===== config.mk =====
export PLATFORM = sky130hd
export DESIGN_NAME = dom_pwr_seq
export DESIGN_NICKNAME = d
export VERILOG_FILES = /design/src/rtl/dom_pwr_seq.sv
export SDC_FILE = /design/constraint.sdc
export NUM_CORES = 1
export LEC_CHECK = 0
export ABC_AREA = 1
export BUFFER_PORTS_ARGS = -buffer_cell sky130_fd_sc_hd__buf_2
export CAP_MARGIN = 20
export CORE_MARGIN = 8
export CORE_UTILIZATION = 40
export CTS_CLUSTER_DIAMETER = 150
export CTS_CLUSTER_SIZE = 10
export DETAILED_ROUTE_END_ITERATION = 6
export MAX_ROUTING_LAYER = met4
export PLACE_DENSITY = 0.66
export SLEW_MARGIN = 25
export SYNTH_ARGS = -nofsm -noshare
export SYNTH_HDL_FRONTEND = slang
export SYNTH_SLANG_ARGS = --single-unit

===== constraint.sdc =====
create_clock -name clk -period 1.85 [get_ports clk]
set_input_delay 0.37 -clock clk [delete_from_list [all_inputs] [get_ports clk]]
set_output_delay 0.37 -clock clk [all_outputs]
set_load 0.005 [all_outputs]

===== src/rtl/dom_pwr_seq.sv =====
module dom_pwr_seq #(
  parameter int RST_HOLD_CYC = 4,
  parameter int DRAIN_LIMIT  = 256
) (
  input  logic       clk,
  input  logic       rst_n,
  input  logic       req_down,
  input  logic       req_up,
  input  logic       xing_busy,
  input  logic       pwr_good,
  output logic       gate_open,
  output logic       pwr_en,
  output logic       dom_rst,
  output logic [1:0] seq_status,
  output logic       drain_err
);
  localparam int CMAX = (DRAIN_LIMIT > RST_HOLD_CYC) ? DRAIN_LIMIT : RST_HOLD_CYC;
  localparam int CW   = $clog2(CMAX + 1);
  localparam logic [CW-1:0] DRAIN_LAST = CW'(DRAIN_LIMIT - 1);
  localparam logic [CW-1:0] HOLD_LAST  = CW'(RST_HOLD_CYC - 1);

  typedef enum logic [2:0] {
    S_ON, S_DRAIN, S_OFF_WAIT, S_OFF, S_PWR_WAIT, S_RST_HOLD, S_ALLOW_UP
  } st_t;

  st_t           st, st_nx;
  logic [CW-1:0] cnt, cnt_nx;
  logic          err_nx;

  always_comb begin
    st_nx  = st;
    cnt_nx = cnt;
    err_nx = drain_err;
    case (st)
      S_ON:
        if (req_down) begin
          st_nx  = S_DRAIN;
          cnt_nx = '0;
          err_nx = 1'b0;
        end
      S_DRAIN:
        if (!xing_busy) st_nx = S_OFF_WAIT;
        else if (cnt == DRAIN_LAST) begin
          st_nx  = S_ON;
          err_nx = 1'b1;
        end else cnt_nx = cnt + 1'b1;
      S_OFF_WAIT:
        if (!pwr_good) st_nx = S_OFF;
      S_OFF:
        if (req_up) st_nx = S_PWR_WAIT;
      S_PWR_WAIT:
        if (pwr_good) begin
          st_nx  = S_RST_HOLD;
          cnt_nx = '0;
        end
      S_RST_HOLD:
        if (cnt == HOLD_LAST) st_nx = S_ALLOW_UP;
        else cnt_nx = cnt + 1'b1;
      S_ALLOW_UP:
        st_nx = S_ON;
      default:
        st_nx = S_ON;
    endcase
  end

  always_ff @(posedge clk or negedge rst_n) begin
    if (!rst_n) begin
      st        <= S_ON;
      cnt       <= '0;
      drain_err <= 1'b0;
    end else begin
      st        <= st_nx;
      cnt       <= cnt_nx;
      drain_err <= err_nx;
    end
  end

  assign gate_open  = (st == S_ON);
  assign pwr_en     = (st != S_OFF_WAIT) && (st != S_OFF);
  assign dom_rst    = (st == S_OFF) || (st == S_PWR_WAIT) || (st == S_RST_HOLD);
  assign seq_status = (st == S_ON) ? 2'd0 : (st == S_OFF) ? 2'd1 : 2'd2;
endmodule



==> results of run 1 <==
==> registers in the layout (all words and copies together) (netlist names) <==
name / count
st: 3
drain_err: 1
cnt: 9
==> cell usage in the layout (no fill, tap or decap), types with 4 or more instances in the layout <==
master / netlist / final
nand2_1: 58 / 57
inv_1: 18 / 17
buf_4: 1 / 13
nor2_1: 12 / 11
buf_2: 0 / 11
dfrtp_1: 13 / 10
nor2_4: 3 / 6
nand3_1: 7 / 6
nand4_1: 5 / 5
nand3_2: 3 / 4
==> cells in the mapped netlist, drive strengths merged <==
cell type	instances
nand2	62
inv	22
nor2	20
dfrtp	13
nand3	12
nand4	5
o21ai	5
buf	4
a21oi	3
ha	2
nand3b	2
or2	2
nor3	1
nor3b	1
xnor2	1
==> worst max-delay path, delay by kind of cell (launching register included) <==
family | cells | cell delay, ns
adders and majority gates | 2 | 0.42
buffers and inverters | 1 | 0.08
and+or+nand+nor | 9 | 0.83
DFF | 1 | 0.36
==> layout make-up <==
type                       count  area share
tap                           31      0.0288
inverter                      22      0.0707
timing repair buffer          25       0.121
sequential                    13       0.245
clock buffer                   4      0.0195
multi-input combinational    117       0.515
==> power by group through the flow <==
stage	clock, W	combinational, W	sequential [W]
6_report	0.000188	0.00104	0.000457
4_1_cts	0.000189	0.000896	0.000466
3_3_place_gp	0	0.000853	0.000459
3_5_place_dp	0	0.000876	0.000467
5_1_grt	0.000204	0.00115	0.000462
2_1_floorplan	0	0.000781	0.000371
==> routing by layer <==
metal / vias to the layer above / GRT usage
li1: 535 / -
met5: - / -
met3: 7 / 0.0245
met2: 23 / 0.194
met1: 511 / 0.138
met4: 0 / 0.0563
==> kinds of logic (layout without fill, tap and decap cells) <==
logic type	after synthesis	in the layout	share of synthesized area
flip-flops	13	13	0.296
adder cells (fa/ha/maj)	2	2	0.0227
buffers and inverters	26	51	0.124
AND/OR/NAND/NOR	105	106	0.513
AO/OA/AOI/OAI	8	8	0.0364
XOR/XNOR	1	1	0.00797
==> metrics by stage <==
stage	total power, W	TNS [ns]
floorplan	0.00115	0
global placement	0.00131	0
detailed placement	0.00134	-0.0187
CTS	0.00155	0
global route	0.00182	-0.116
finish	0.00168	0
==> worst max-delay path by stage <==
stage,endpoint,cells after the start
6_report,st[0],12
2_1_floorplan,st[2],11
4_1_cts,st[0],12
3_5_place_dp,st[0],12
5_1_grt,st[0],12
3_3_place_gp,st[2],11
==> repair_timing <==
item                                    CTS  global route
cloned                                    0             1
hold buffers                              1             0
endpoints found under the setup margin    5            14
pin swaps                                 0             9
setup buffers                             1             6
hold endpoints to repair                 13             0
resized for setup                         5            10
==> results.json, run 1 <==
{
  "cp.arrival_ns": 1.98,
  "maxCapViolCount": 0,
  "clock.fmax_ghz": 0.557,
  "slowest_delay_ns": 0.36,
  "slew_violations": 0,
  "worstPathMaxFanout": 4,
  "syn-cell-area_um2": 1100,
  "power.density_nw_per_um2": 1250,
  "drt_pre_antenna_iters": 4,
  "slew_headroom": 0.801,
  "cts_tree": "built",
  "whs_ns": 0.484,
  "leakage_nw": 0.691,
  "top_layer": "met4",
  "postRouteAntennaNets": 0,
  "die_h_um": 68.4,
  "ir_drop_v": 0.000839,
  "clock_path_buffers": 2,
  "vias_per_cell": 5.08,
  "hpwl_mm": 1.78,
  "final_area_um2": 1350,
  "grt_overflow_total": 0,
  "finalClockSkew_ns": 0.00676,
  "crit_start": "cnt[1]",
  "rrSetupSlack_ns": 0.06,
  "ys_warn_count": 0,
  "wl_met2_mm": 1.30,
  "setup_viol": 0,
  "status": "finished, final reports clean",
  "required_ns": 2.03,
  "grt_max_degree": 14,
  "yosys-top-cells-area": "dfrtp_1 30%, nand2_1 20%, inv_1 6.1%",
  "htreeDepth": 1,
  "endpoint_kind": "register",
  "place_area_um2": 1200,
  "route.met3.wl_um": 87,
  "final_core_util": 0.501,
  "clock_latency_ns": 0.29,
  "finalCriticalPeriod_ns": 1.79,
  "fillCellCount": 262,
  "initial_core_util": 0.409,
  "path_cells": "ha_2 > nand3_2 > inv_2 > nand4_1 > nor2_1 > ha_2 > or2_4 > nor2_4 > nor2_4 > nand3_2 > nand2_1 > nand2_1",
  "clockRootBuffer": "clkbuf_4",
  "r2r_end": "st[0]",
  "startpoint_type": "register",
  "antenna_found_initial": 0,
  "cts-buffers-inserted": 3,
  "power_frac_seq": 0.272,
  "yosys.area.top_type": "dfrtp_1",
  "pre_cts_slack_ns": -0.0187,
  "post-place-cells": 199,
  "ff_latch_area_um2": 329,
  "synth.distinct_cells": 27,
  "ys_ff_latch": 13,
  "tightest_slew_ns": 0.298,
  "worstRegToRegCells": 12,
  "r2r-start": "cnt[1]",
  "p_sw_w": 0.000833,
  "layout-drive-gt1-share": 0.348,
  "cts.clk_slew.worst_paths_ns": 0.09,
  "min_period_over_period": 0.970,
  "hold_viol": 0,
  "power_frac_comb": 0.616,
  "yosys.area.top_type_share": 0.296,
  "cp_slowest_cell": "dfrtp_1",
  "multi_input_area_um2": 693,
  "fin_cells": 212,
  "wl_mm": 2.58,
  "swShare": 0.496,
  "syn_inst": 155,
  "portBuffers": 11,
  "drtIter0Drc": 51,
  "grt_usage": 0.120,
  "route.detailed.wl_per_inst_um": 12.1,
  "syn_nets": 163,
  "met1Wirelength_mm": 1.13,
  "area_delta_synth_final_pct": 22.3,
  "die_w_um": 68.4,
  "rsz0062_at_grt": "true",
  "internal_power_w": 0.000848,
  "clock-sinks": 13,
  "worst-setup-path-type": "reg -> reg",
  "grt_pass1_vias": 958,
  "dr_total_vias": 1076,
  "drc": 0,
  "grt_pass1_wl_mm": 4.17,
  "gp_congestion": 0.905,
  "clkPwrFrac": 0.112,
  "die-area_um2": 4680,
  "diodes": 0,
  "core_um2": 2690,
  "fin_ws_ns": 0.0558,
  "io_pins": 12,
  "nets": 190,
  "rows": 19,
  "seq_area_frac_synth": 0.296,
  "avgSynthCellArea_um2": 7.10,
  "hp-class": "in -> async"
}
No activity file was read; power rests on OpenSTA's default activity.
==> inputs of run 2 (changes only) <==
- CORE_MARGIN: 8 -> 2
==> run 2 against run 1 <==
  * Via count shrank 3.4%
  * Maximum frequency grew 1.6%
  * Clock power is essentially flat
  * Total power shrank 1.4%
  * Count of clock-buffer cells in the layout is the same
  * Setup slack gained 0.029 ns
  * Wire length shrank 3.7%
  * Highest routed layer unchanged
  * Critical path type is now reg -> out
==> results.json, run 2 (synthesis gave the netlist of run 1 again) <==
{
  "status": "finished, final reports clean",
  "required_ns": 1.48,
  "grt_pass1_wl_mm": 4.08,
  "worstPathMaxFanout": 7,
  "fin_ws_ns": 0.0849,
  "p_sw_w": 0.000829,
  "cp_slowest_cell": "dfrtp_2",
  "die_w_um": 56.4,
  "rows": 19,
  "wl_mm": 2.48,
  "area_delta_synth_final_pct": 18.9,
  "clockRootBuffer": "clkbuf_4",
  "setup_viol": 0,
  "drt_pre_antenna_iters": 4,
  "top_layer": "met4",
  "largestRegisters": "cnt x9, st x3, drain_err x1",
  "diodes": 0,
  "ir_drop_v": 0.000825,
  "rsz0062_at_grt": "true",
  "final_common_cell": "nand2_1",
  "slew_violations": 0,
  "wl_met2_mm": 1.25,
  "slew_headroom": 0.789,
  "clock.fmax_ghz": 0.567,
  "internal_power_w": 0.000828,
  "grt_overflow_total": 0,
  "grt_usage": 0.163,
  "drc": 0,
  "fin_cells": 208,
  "finalClockSkew_ns": 0.000547,
  "core_um2": 2690,
  "portBuffers": 11,
  "final_core_util": 0.487,
  "met1Wirelength_mm": 1.04,
  "power.density_nw_per_um2": 1270,
  "power_frac_seq": 0.275,
  "post-place-cells": 196,
  "postRouteAntennaNets": 0,
  "largest_register_ff_count": 9,
  "slowest_delay_ns": 0.51,
  "drtIter0Drc": 56,
  "pre_cts_slack_ns": -0.00345,
  "final_cell_mix": "57 x nand2_1, 17 x inv_1, 11 x nor2_1, 11 x buf_2, 10 x dfrtp_1",
  "die_h_um": 56.4,
  "tns_ns": 0,
  "hpwl_mm": 1.65,
  "hold_viol": 0,
  "tightest_slew_ns": 0.316,
  "hp-class": "reg -> reg",
  "startpoint_type": "register",
  "cts_tree": "built",
  "leakage_nw": 0.669,
  "min_period_over_period": 0.954,
  "path_cells": "nand2_2 > nor2_2 > or2_2 > inv_1 > buf_2",
  "io_pins": 12,
  "finalCriticalPeriod_ns": 1.77,
  "clock_latency_ns": 0.28,
  "clkPwrFrac": 0.112,
  "maxCapViolCount": 0,
  "initial_core_util": 0.409,
  "swShare": 0.500,
  "grt_max_degree": 14,
  "cts-buffers-inserted": 3,
  "power_frac_comb": 0.613,
  "vias_per_cell": 5.00,
  "clock_path_buffers": 2,
  "route.met3.wl_um": 115,
  "whs_ns": 0.486,
  "route.detailed.wl_per_inst_um": 11.9,
  "clock-sinks": 13,
  "die-area_um2": 3180,
  "layout-drive-gt1-share": 0.333,
  "endpoint_kind": "output pin",
  "cp.arrival_ns": 1.40,
  "top_register": "cnt",
  "gp_congestion": 0.869,
  "cts.clk_slew.worst_paths_ns": 0.08,
  "grt_pass1_vias": 938,
  "worst-setup-path-type": "reg -> out",
  "htreeDepth": 1,
  "antenna_found_initial": 0,
  "dr_total_vias": 1039,
  "nets": 186
}
run 2: through the flow:
step / instance area [um2] / power, W
2_1_floorplan: 1100 / 0.00115
3_3_place_gp: 1170 / 0.00131
3_5_place_dp: 1170 / 0.00133
4_1_cts: 1220 / 0.00152
5_1_grt: 1310 / 0.00179
6_report: 1310 / 0.00166
run 2: cell type report:
type | count | area, um2
Timing Repair Buffer | 21 | 133
Tap cell | 31 | 38.8
Clock buffer | 4 | 26.3
Fill cell | 272 | 1380
Sequential cell | 13 | 329
Inverter | 22 | 95.1
Multi-Input combinational cell | 117 | 686
run 2: power by group through the flow:
stage	logic (W)	clock network, W	registers [W]
after floorplan	0.000781	0	0.000371
after global placement	0.000848	0	0.000464
after detailed placement	0.000864	0	0.000466
after CTS	0.000873	0.000185	0.000466
after global routing	0.00113	0.000204	0.000462
final	0.00102	0.000186	0.000455
run 2: critical path: cells and delay by family, from the launching register on:
| kind | cells | cell delay [ns] |
|---|---|---|
| flip-flops | 1 | 0.51 |
| AND/OR/NAND/NOR | 3 | 0.45 |
| buffers and inverters | 2 | 0.15 |
run 2: final timing paths:
| path | start | end | slack (ns) | cells after the start |
|---|---|---|---|---|
| worst max-delay path | st[0] | seq_status[1] | 0.08 | 5 |
| worst min-delay path | cnt[8] | cnt[8] | 0.49 | 2 |
| worst max register to register | cnt[1] | st[0] | 0.10 | 12 |
| worst min register to register | cnt[8] | cnt[8] | 0.49 | 2 |
| max in group asynchronous | rst_n | st[2] | 1.09 | 2 |
| min in group asynchronous | rst_n | cnt[4] | 0.50 | 2 |
run 2: metal layers:
metal	track usage	vias up
li1	-	529
met1	0.219	468
met2	0.254	34
met3	0.0138	8
met4	0.0612	0
met5	-	-
run 2: what timing repair did:
item                                    in CTS  in global routing
hold buffers                                 1                  0
endpoints found under the setup margin       5                 14
pin swaps                                    0                  7
setup buffers                                0                  6
endpoints found under the hold margin       13                  0
gates cloned                                 0                  1
gates resized for setup                      4                 10
